[src/rtl/periph_enable_seq_pkg.sv]
package periph_enable_seq_pkg;

    typedef enum logic [1:0] {
        ST_IDLE,
        ST_HOLD,
        ST_SETTLE
    } seq_state_e;

    typedef enum logic [2:0] {
        EV_NONE,
        EV_ALREADY,
        EV_BEGIN_RST,
        EV_CLK_ONLY,
        EV_CLK_OFF,
        EV_CLK_ON,
        EV_RELEASE
    } seq_event_e;

    // Converts a duration in microseconds into clock cycles, never below one.
    function automatic longint us_to_cycles(longint hz, longint us);
        longint cyc;
        cyc = (hz * us) / 64'd1_000_000;
        return (cyc < 1) ? 64'd1 : cyc;
    endfunction

endpackage

[src/rtl/seq_wait_timer.sv]
module seq_wait_timer #(
    parameter int W = 8
) (
    input  logic         clk,
    input  logic         rst_n,
    input  logic         start_i,
    input  logic [W-1:0] len_i,
    output logic         last_o
);
    logic [W-1:0] remain_q;
    logic         run_q;

    assign last_o = run_q && (remain_q == '0);

    always_ff @(posedge clk) begin
        if (!rst_n) begin
            remain_q <= '0;
            run_q    <= 1'b0;
        end else if (start_i) begin
            remain_q <= len_i - W'(1);
            run_q    <= 1'b1;
        end else if (last_o) begin
            run_q    <= 1'b0;
        end else if (run_q) begin
            remain_q <= remain_q - W'(1);
        end
    end

    // an active count steps down by one each cycle unless restarted
    a_r3_count_steps: assert property (@(posedge clk) disable iff (!rst_n)
        (run_q && remain_q != '0 && !start_i) |=> (remain_q == $past(remain_q) - W'(1)));

endmodule

[src/rtl/periph_enable_seq.sv]
module periph_enable_seq
    import periph_enable_seq_pkg::*;
#(
    parameter longint CLK_FREQ_HZ = 200_000_000,
    parameter longint HOLD_US     = 100,
    parameter longint SETTLE_US   = 10_000,
    parameter bit     HAS_RESET   = 1'b1
) (
    input  logic clk,
    input  logic rst_n,
    input  logic en_req_i,
    input  logic dis_req_i,
    input  logic rst_status_i,
    input  logic clk_status_i,
    output logic clk_en_o,
    output logic periph_rst_o,
    output logic busy_o,
    output logic done_o
);
    localparam longint PRE_CYC    = us_to_cycles(CLK_FREQ_HZ, HOLD_US);
    localparam longint SETTLE_CYC = us_to_cycles(CLK_FREQ_HZ, SETTLE_US);
    localparam longint MAX_CYC    = (PRE_CYC > SETTLE_CYC) ? PRE_CYC : SETTLE_CYC;
    localparam int     CNT_W      = $clog2(MAX_CYC + 1);
    localparam logic [CNT_W-1:0] PRE_LEN    = PRE_CYC[CNT_W-1:0];
    localparam logic [CNT_W-1:0] SETTLE_LEN = SETTLE_CYC[CNT_W-1:0];

    seq_state_e       state_q, state_d;
    seq_event_e       ev;
    logic             t_start, t_last;
    logic [CNT_W-1:0] t_len;
    logic             is_enabled;
    logic             clk_en_q, rst_q, done_q;

    // A peripheral held in reset never counts as enabled.
    assign is_enabled = clk_status_i && (!HAS_RESET || !rst_status_i);

    seq_wait_timer #(.W(CNT_W)) u_timer (
        .clk     (clk),
        .rst_n   (rst_n),
        .start_i (t_start),
        .len_i   (t_len),
        .last_o  (t_last)
    );

    // Next state and transition decode
    always_comb begin
        state_d = state_q;
        ev      = EV_NONE;
        t_start = 1'b0;
        t_len   = PRE_LEN;
        unique case (state_q)
            ST_IDLE: begin
                if (en_req_i) begin
                    if (is_enabled) begin
                        ev = EV_ALREADY;
                    end else if (HAS_RESET) begin
                        ev      = EV_BEGIN_RST;
                        state_d = ST_HOLD;
                        t_start = 1'b1;
                        t_len   = PRE_LEN;
                    end else begin
                        ev = EV_CLK_ONLY;
                    end
                end else if (dis_req_i) begin
                    ev = EV_CLK_OFF;
                end
            end
            ST_HOLD: begin
                if (t_last) begin
                    ev      = EV_CLK_ON;
                    state_d = ST_SETTLE;
                    t_start = 1'b1;
                    t_len   = SETTLE_LEN;
                end
            end
            ST_SETTLE: begin
                if (t_last) begin
                    ev      = EV_RELEASE;
                    state_d = ST_IDLE;
                end
            end
            default: state_d = ST_IDLE;
        endcase
    end

    // State register
    always_ff @(posedge clk) begin
        if (!rst_n) state_q <= ST_IDLE;
        else        state_q <= state_d;
    end

    // Output registers driven by the taken transition
    always_ff @(posedge clk) begin
        if (!rst_n) begin
            clk_en_q <= 1'b0;
            rst_q    <= HAS_RESET;
            done_q   <= 1'b0;
        end else begin
            done_q <= 1'b0;
            unique case (ev)
                EV_ALREADY:   done_q <= 1'b1;
                EV_BEGIN_RST: rst_q  <= 1'b1;
                EV_CLK_ONLY: begin
                    clk_en_q <= 1'b1;
                    done_q   <= 1'b1;
                end
                EV_CLK_OFF: begin
                    clk_en_q <= 1'b0;
                    done_q   <= 1'b1;
                end
                EV_CLK_ON:    clk_en_q <= 1'b1;
                EV_RELEASE: begin
                    rst_q  <= 1'b0;
                    done_q <= 1'b1;
                end
                default: ;
            endcase
        end
    end

    assign clk_en_o     = clk_en_q;
    assign periph_rst_o = rst_q;
    assign busy_o       = (state_q != ST_IDLE);
    assign done_o       = done_q;

    // with a reset line, the clock only turns on while reset is held
    a_r3_clk_under_reset: assert property (@(posedge clk) disable iff (!rst_n)
        (HAS_RESET && $rose(clk_en_o)) |-> periph_rst_o);

    // reset release comes with the clock running and the done pulse
    a_r4_release_done: assert property (@(posedge clk) disable iff (!rst_n)
        $fell(periph_rst_o) |-> (clk_en_o && done_o));

    // stopping the clock leaves reset alone and reports done
    a_r8_off_keeps_rst: assert property (@(posedge clk) disable iff (!rst_n)
        $fell(clk_en_o) |-> ($stable(periph_rst_o) && done_o));

    // the clock never stops as a result of a request taken while busy
    a_r9_no_off_when_busy: assert property (@(posedge clk) disable iff (!rst_n)
        $fell(clk_en_o) |-> !$past(busy_o));

endmodule

[config.mk]
export PLATFORM = sky130hd
export DESIGN_NAME = periph_enable_seq
export DESIGN_NICKNAME = d
export VERILOG_FILES = /design/src/rtl/periph_enable_seq_pkg.sv /design/src/rtl/seq_wait_timer.sv /design/src/rtl/periph_enable_seq.sv
export SDC_FILE = /design/constraint.sdc
export NUM_CORES = 1
export LEC_CHECK = 0
export ABC_CLOCK_PERIOD_IN_PS = 5100
export CAP_MARGIN = 10
export CORE_MARGIN = 2
export CORE_UTILIZATION = 50
export CTS_BUF_LIST = sky130_fd_sc_hd__clkbuf_16
export CTS_CLUSTER_DIAMETER = 150
export DETAILED_ROUTE_END_ITERATION = 6
export PLACE_DENSITY = 0.8
export SYNTH_ARGS = -nofsm -noshare
export SYNTH_HDL_FRONTEND = slang
export SYNTH_HIERARCHICAL = 1
export SYNTH_SLANG_ARGS = --single-unit
[constraint.sdc]
create_clock -name clk -period 5.1 [get_ports clk]
set_input_delay 0.51 -clock clk [delete_from_list [all_inputs] [get_ports clk]]
set_output_delay 0.51 -clock clk [all_outputs]
set_load 0.02 [all_outputs]
==> qor.yml, run 1 <==
finalHoldViolations: 0
grt_pass1_vias: 1598
fillers: 345
wl_per_cell_um: 14.3
die_w_um: 66.1
syn_area_per_cell_um2: 8.27
fmax_ghz: 0.240
synth_cell_types: 55
relSlewSlack: 0.386
end_kind: "flop"
rsz0062_at_grt: "no"
fin_crit_sh: 0.818
r2r_cells: 14
reg2reg_from: "u_timer/remain_q[5]"
io_pins: 10
max_slew.worst_pin.slew_ns: 0.895
synthSimpleGateAreaFrac: 0.290
clkTransAtPathRegs_ns: 0.07
grt_start_max_net_pins: 21
synth_top_family_by_area: "simple AND/OR/NAND/NOR gates"
cts.path.max_buffers: 2
ys.warnings.count: 6
max-vdd-ir-drop_mv: 0.132
route.detailed.drc: 0
async_flop_share: 0
whs_path_depth: 2
drt-met1-wl_um: 2160
initial_core_util: 0.522
required_ns: 5.25
reg2reg_slack_ns: 0.93
cp_max_fo: 16
syn_to_final_growth_pct: 18.2
slew_violations: 0
worstSetupPathType: "reg2reg"
synth_compound_area_frac: 0.210
grt_antenna_before_repair: 0
post_cts_resized: 0
cts.sinks: 27
power_density_mw_per_mm2: 273
clk_latency_ns: 0.26
setup_violations: 0
seq_area_frac_synth: 0.281
viasPerCell: 5.62
max-cap-violations: 0
dr_wl_met3_um: 251
synthCells: 233
synthAdderAreaFrac: 0.00649
core_area_mm2: 0.00369
antenna_left: 0
hp-class: "reg2reg"
cts_buffers: 3
ctsRootBufferMaster: "clkbuf_16"
numPortBuffers: 9
diodes: 0
grtUsageTotal: 0.225
floorplan.rows: 22
fin_skew_ns: 0.00747
route.met2.wl_um: 2080
top_layer: "met4"
grt_overflow: 0
outcome: "finished, final reports clean"
tns_ns: 0
timing.rr.end: "u_timer/remain_q[20]"
hpwlAfterDp_um: 3250
nets: 280
syn-cell-area_mm2: 0.00193
start_kind: "flop"
grt_pass1_wl_um: 7610
yosys_most_used_dff: "dfxtp_1"
synth_xor_area_frac: 0.123
fin_crit_ns: 4.17
critical_path_arrival_ns: 4.32
dieArea_mm2: 0.00437
cts_hold_buf: 0
dr_total_vias: 1798
final_cells: 320
routed_wl_um: 4570
gp_congestion: 0.922
drt_iter0_drc: 95
synth-seq-cells: 27
synth_edf_count: 0
p_leak_nw: 0.896
firstDrtPassIters: 4
htreeDepth: 1
cts_setup_buffers: 0
hold_start: "periph_rst_o"
dp.cells: 316
min_to: "periph_rst_o"
drive_gt1_frac: 0.0993
die_h_um: 66.1
final_core_util: 0.618
muxShareOfSynthArea: 0.0474
cts_tree: "built"
[cells by family after synthesis]
| logic type | Yosys count |
|---|---|
| xor gates and xnor gates | 27 |
| AOI/OAI and AO/OA | 52 |
| and+or+nand+nor | 96 |
| buffers and inverters | 19 |
| muxes | 9 |
| DFF | 27 |
| other | 2 |
| adders and majority gates | 1 |
[synthesized netlist by cell type, drive strengths merged (2+ instances only)]
| master | instances | area share |
|---|---|---|
| nor2 | 18 | 0.035 |
| a21boi | 3 | 0.016 |
| dfxtp | 27 | 0.28 |
| o21ai | 7 | 0.018 |
| a2111oi | 2 | 0.016 |
| a32oi | 2 | 0.0091 |
| nor4b | 4 | 0.018 |
| nand2 | 17 | 0.033 |
| clkbuf | 5 | 0.0097 |
| o311a | 2 | 0.010 |
| nor2b | 5 | 0.016 |
| or3b | 2 | 0.0091 |
| mux2i | 8 | 0.042 |
| and3 | 2 | 0.0065 |
| or2 | 4 | 0.013 |
| o22ai | 2 | 0.0065 |
| buf | 4 | 0.0097 |
| nor3b | 5 | 0.022 |
| conb | 2 | 0.0039 |
| o21a | 3 | 0.012 |
| o211a | 3 | 0.016 |
| a211oi | 6 | 0.026 |
| nor3 | 16 | 0.042 |
| nor4 | 11 | 0.058 |
| nand3 | 6 | 0.016 |
| inv | 9 | 0.018 |
| xor2 | 14 | 0.064 |
| a21oi | 12 | 0.031 |
| xnor2 | 13 | 0.059 |
[layout make-up]
type                       instances  area, um2  area share
clock inverter                     1       3.75     0.00165
tap                               48       60.1      0.0264
inverter                          10       37.5      0.0165
multi-input combinational        215       1420       0.623
clock buffer                       3       75.1      0.0329
sequential                        27        541       0.237
timing repair buffer              16        143      0.0626
[power by group]
group / internal (mW) / switching (mW) / leakage (nW)
registers: 0.231 / 0.0205 / 0.222
clock network: 0.105 / 0.0753 / 0.0423
logic: 0.0732 / 0.116 / 0.631
[critical path: stages, from the launching register on]
cell,delay (ns)
dfxtp_1,0.34
nor4_1,0.44
nand4_1,0.21
nor3_1,0.48
nand2_1,0.13
nor2_2,0.11
inv_1,0.06
nand2_1,0.39
mux2i_1,0.30
ha_1,0.30
o211ai_2,0.29
or2_1,0.37
o41a_1,0.38
nor3_1,0.18
a211oi_2,0.07
[per-stage QoR]
step | hold slack [ns] | total power [mW] | area (um2) | worst slack (ns)
floorplan | 0.459 | 0.396 | 2030 | 0.111
global placement | 0.461 | 0.438 | 2200 | 1.11
detailed placement | 0.457 | 0.441 | 2200 | 0.973
CTS | 0.475 | 0.618 | 2280 | 0.967
global route | 0.515 | 0.655 | 2280 | 0.599
finish | 0.475 | 0.621 | 2280 | 0.927
[registers in the layout (all words and copies together) (netlist names)]
signal	flops
periph_rst_o	1
u_timer/remain_q	21
state_q	2
u_timer/run_q	1
done_o	1
clk_en_o	1
[cells in the final DEF, fill, tap and decap left out, types with 6 or more instances in the layout]
cell type        synthesis  layout
conb_1                   2      30
dfxtp_1                 27      27
nand2_1                 17      17
nor2_1                  18      17
nor3_1                  16      16
xor2_1                  14      14
xnor2_1                 13      13
a21oi_1                 12      12
inv_1                    9      10
clkdlybuf4s50_1          0       9
mux2i_1                  8       8
buf_4                    0       7
nor4_1                   7       7
o21ai_0                  7       7
nand3_1                  6       6
[routing by layer]
layer  up-vias  GRT usage
li1        903          -
met1       843      0.310
met2        45      0.349
met3         7     0.0409
met4         0     0.0842
met5         -          0
[worst max path at each step]
stage | slack, ns | depth (start not counted) | from | to
finish | 0.93 | 14 | u_timer/remain_q[5] | u_timer/remain_q[20]
global route | 0.60 | 14 | u_timer/remain_q[5] | u_timer/remain_q[20]
CTS | 0.97 | 14 | u_timer/remain_q[5] | u_timer/remain_q[20]
detailed placement | 0.97 | 14 | u_timer/remain_q[5] | u_timer/remain_q[20]
global placement | 1.11 | 14 | u_timer/remain_q[5] | u_timer/remain_q[20]
floorplan | 0.11 | 18 | u_timer/remain_q[5] | u_timer/remain_q[20]
Note: power is estimated with default switching activity, not from simulation.
==> run 2: changes to the inputs <==
--- a/config.mk
+++ b/config.mk
@@ -5,14 +5,14 @@
 export SDC_FILE = /design/constraint.sdc
 export NUM_CORES = 1
 export LEC_CHECK = 0
-export ABC_CLOCK_PERIOD_IN_PS = 5100
+export ABC_CLOCK_PERIOD_IN_PS = 3950
 export CAP_MARGIN = 10
 export CORE_MARGIN = 2
 export CORE_UTILIZATION = 50
 export CTS_BUF_LIST = sky130_fd_sc_hd__clkbuf_16
 export CTS_CLUSTER_DIAMETER = 150
 export DETAILED_ROUTE_END_ITERATION = 6
-export PLACE_DENSITY = 0.8
+export PLACE_DENSITY = 0.77
 export SYNTH_ARGS = -nofsm -noshare
 export SYNTH_HDL_FRONTEND = slang
 export SYNTH_HIERARCHICAL = 1
==> constraint.sdc (replaced) <==
create_clock -name clk -period 3.95 [get_ports clk]
set_input_delay 0.395 -clock clk [delete_from_list [all_inputs] [get_ports clk]]
set_output_delay 0.395 -clock clk [all_outputs]
set_load 0.02 [all_outputs]
==> qor.yml, run 2 (synthesis results as in run 1) <==
die_w_um: 66.1
end_kind: "flop"
grt_overflow: 0
cts_tree: "built"
grt_pass1_vias: 1744
place_ws_ns: 0.269
relSlewSlack: 0.619
power_uw: 816
cts.path.max_buffers: 2
largest_register_ffs: 21
fin_crit_sh: 0.932
routed_wl_um: 4490
worstSetupPathType: "reg2reg"
slew_violations: 0
firstDrtPassIters: 4
endpoint: "u_timer/remain_q[17]"
max_slew.worst_pin.slew_ns: 0.571
fin_ws_ns: 0.269
floorplan.rows: 22
fin_skew_ns: 0.00387
grt_pass1_wl_um: 7910
fmax_ghz: 0.272
ctsRootBufferMaster: "clkbuf_16"
hp-class: "reg2reg"
clkTransAtPathRegs_ns: 0.07
final_cells: 323
reg.largest.list: "u_timer/remain_q (21), state_q (2)"
start_kind: "flop"
layout_common_cells: "30 x conb_1, 26 x dfxtp_1, 17 x nor2_1"
fillers: 326
initial_core_util: 0.522
htreeDepth: 1
viasPerCell: 5.48
final_core_util: 0.643
cts_buffers: 3
nets: 283
diodes: 0
required_ns: 4.13
reg2reg_from: "u_timer/remain_q[1]"
critical_path_arrival_ns: 3.86
core_area_mm2: 0.00369
antenna_left: 0
max-vdd-ir-drop_mv: 0.194
cts.sinks: 27
tns_ns: 0
dr_total_vias: 1769
setup_violations: 0
dieArea_mm2: 0.00437
grt_start_max_net_pins: 26
dp.cells: 318
p_leak_nw: 0.930
hpwlAfterDp_um: 3170
syn_to_final_growth_pct: 23.2
io_pins: 10
timing.rr.end: "u_timer/remain_q[17]"
route.detailed.drc: 0
numPortBuffers: 9
wl_per_cell_um: 13.9
final_common_cell: "conb_1"
grtUsageTotal: 0.231
regMostFlops: "u_timer/remain_q"
worstSetupStartpoint: "u_timer/remain_q[1]"
fin_crit_ns: 3.68
cp_max_fo: 12
reg2reg_slack_ns: 0.27
outcome: "finished, final reports clean"
finalHoldViolations: 0
clk_latency_ns: 0.26
gp_congestion: 0.846
max-cap-violations: 0
die_h_um: 66.1
r2r_cells: 14
power_density_mw_per_mm2: 344
drt_iter0_drc: 121
whs_path_depth: 2
grt_antenna_before_repair: 0
drive_gt1_frac: 0.142
==> run 2: cell type report <==
type,count,area (um2),area share
tap,48,60.1,0.0253
clock buffer,3,75.1,0.0316
sequential,27,542,0.228
clock inverter,1,3.75,0.00158
timing repair buffer,19,165,0.0696
multi-input combinational,215,1490,0.626
inverter,10,41.3,0.0174
==> run 2: repair_timing <==
action / in CTS / in global routing
hold buffers: 0 / 0
setup buffers: 0 / 1
gates resized for setup: 0 / 4
setup endpoints to repair: 0 / 8
==> run 2: worst min path at each step <==
stage	start	to	slack, ns
detailed placement	periph_rst_o	periph_rst_o	0.46
finish	periph_rst_o	periph_rst_o	0.47
global placement	periph_rst_o	periph_rst_o	0.45
CTS	periph_rst_o	periph_rst_o	0.48
global route	periph_rst_o	periph_rst_o	0.52
floorplan	u_timer/remain_q[15]	u_timer/remain_q[15]	0.46
==> run 2: through the flow <==
stage | hold slack [ns] | instance area [um2]
2_1_floorplan | 0.459 | 2110
3_3_place_gp | 0.449 | 2260
3_5_place_dp | 0.464 | 2260
4_1_cts | 0.479 | 2330
5_1_grt | 0.522 | 2370
6_report | 0.470 | 2370
==> run 2: power by group <==
part	internal, mW	total [mW]	switching (mW)
Clock	0.136	0.229	0.0935
Combinational	0.104	0.260	0.156
Sequential	0.299	0.326	0.0275
==> run 2: layer usage <==
layer  routed length [um]  GRT usage  vias to the layer above
met3                   73     0.0273                        6
li1                     -          -                      910
met2                 2150      0.393                       21
met5                    0          0                        -
met4                   58     0.0791                        0
met1                 2200      0.302                      832
==> run 2: critical path: stages (launching register included) <==
cell and delay (ns):
dfxtp_2 0.33, nor4_1 0.36, nand4_1 0.27, nor3_4 0.31, nand2_1 0.13, nor2_4 0.15, clkinvlp_4 0.12, nand2_4 0.17
nor4b_1 0.46, o22ai_2 0.29, nor4_4 0.42, buf_4 0.19, xor2_1 0.14, nor2_1 0.05, a211oi_1 0.20
==> run 3: changes to the inputs <==
--- a/config.mk
+++ b/config.mk
@@ -13,6 +13,7 @@
 export CTS_CLUSTER_DIAMETER = 150
 export DETAILED_ROUTE_END_ITERATION = 6
 export PLACE_DENSITY = 0.77
+export SLEW_MARGIN = 40
 export SYNTH_ARGS = -nofsm -noshare
 export SYNTH_HDL_FRONTEND = slang
 export SYNTH_HIERARCHICAL = 1
==> results of run 3 <==
No change in the layout: final DEF, timing and power equal those of run 2.
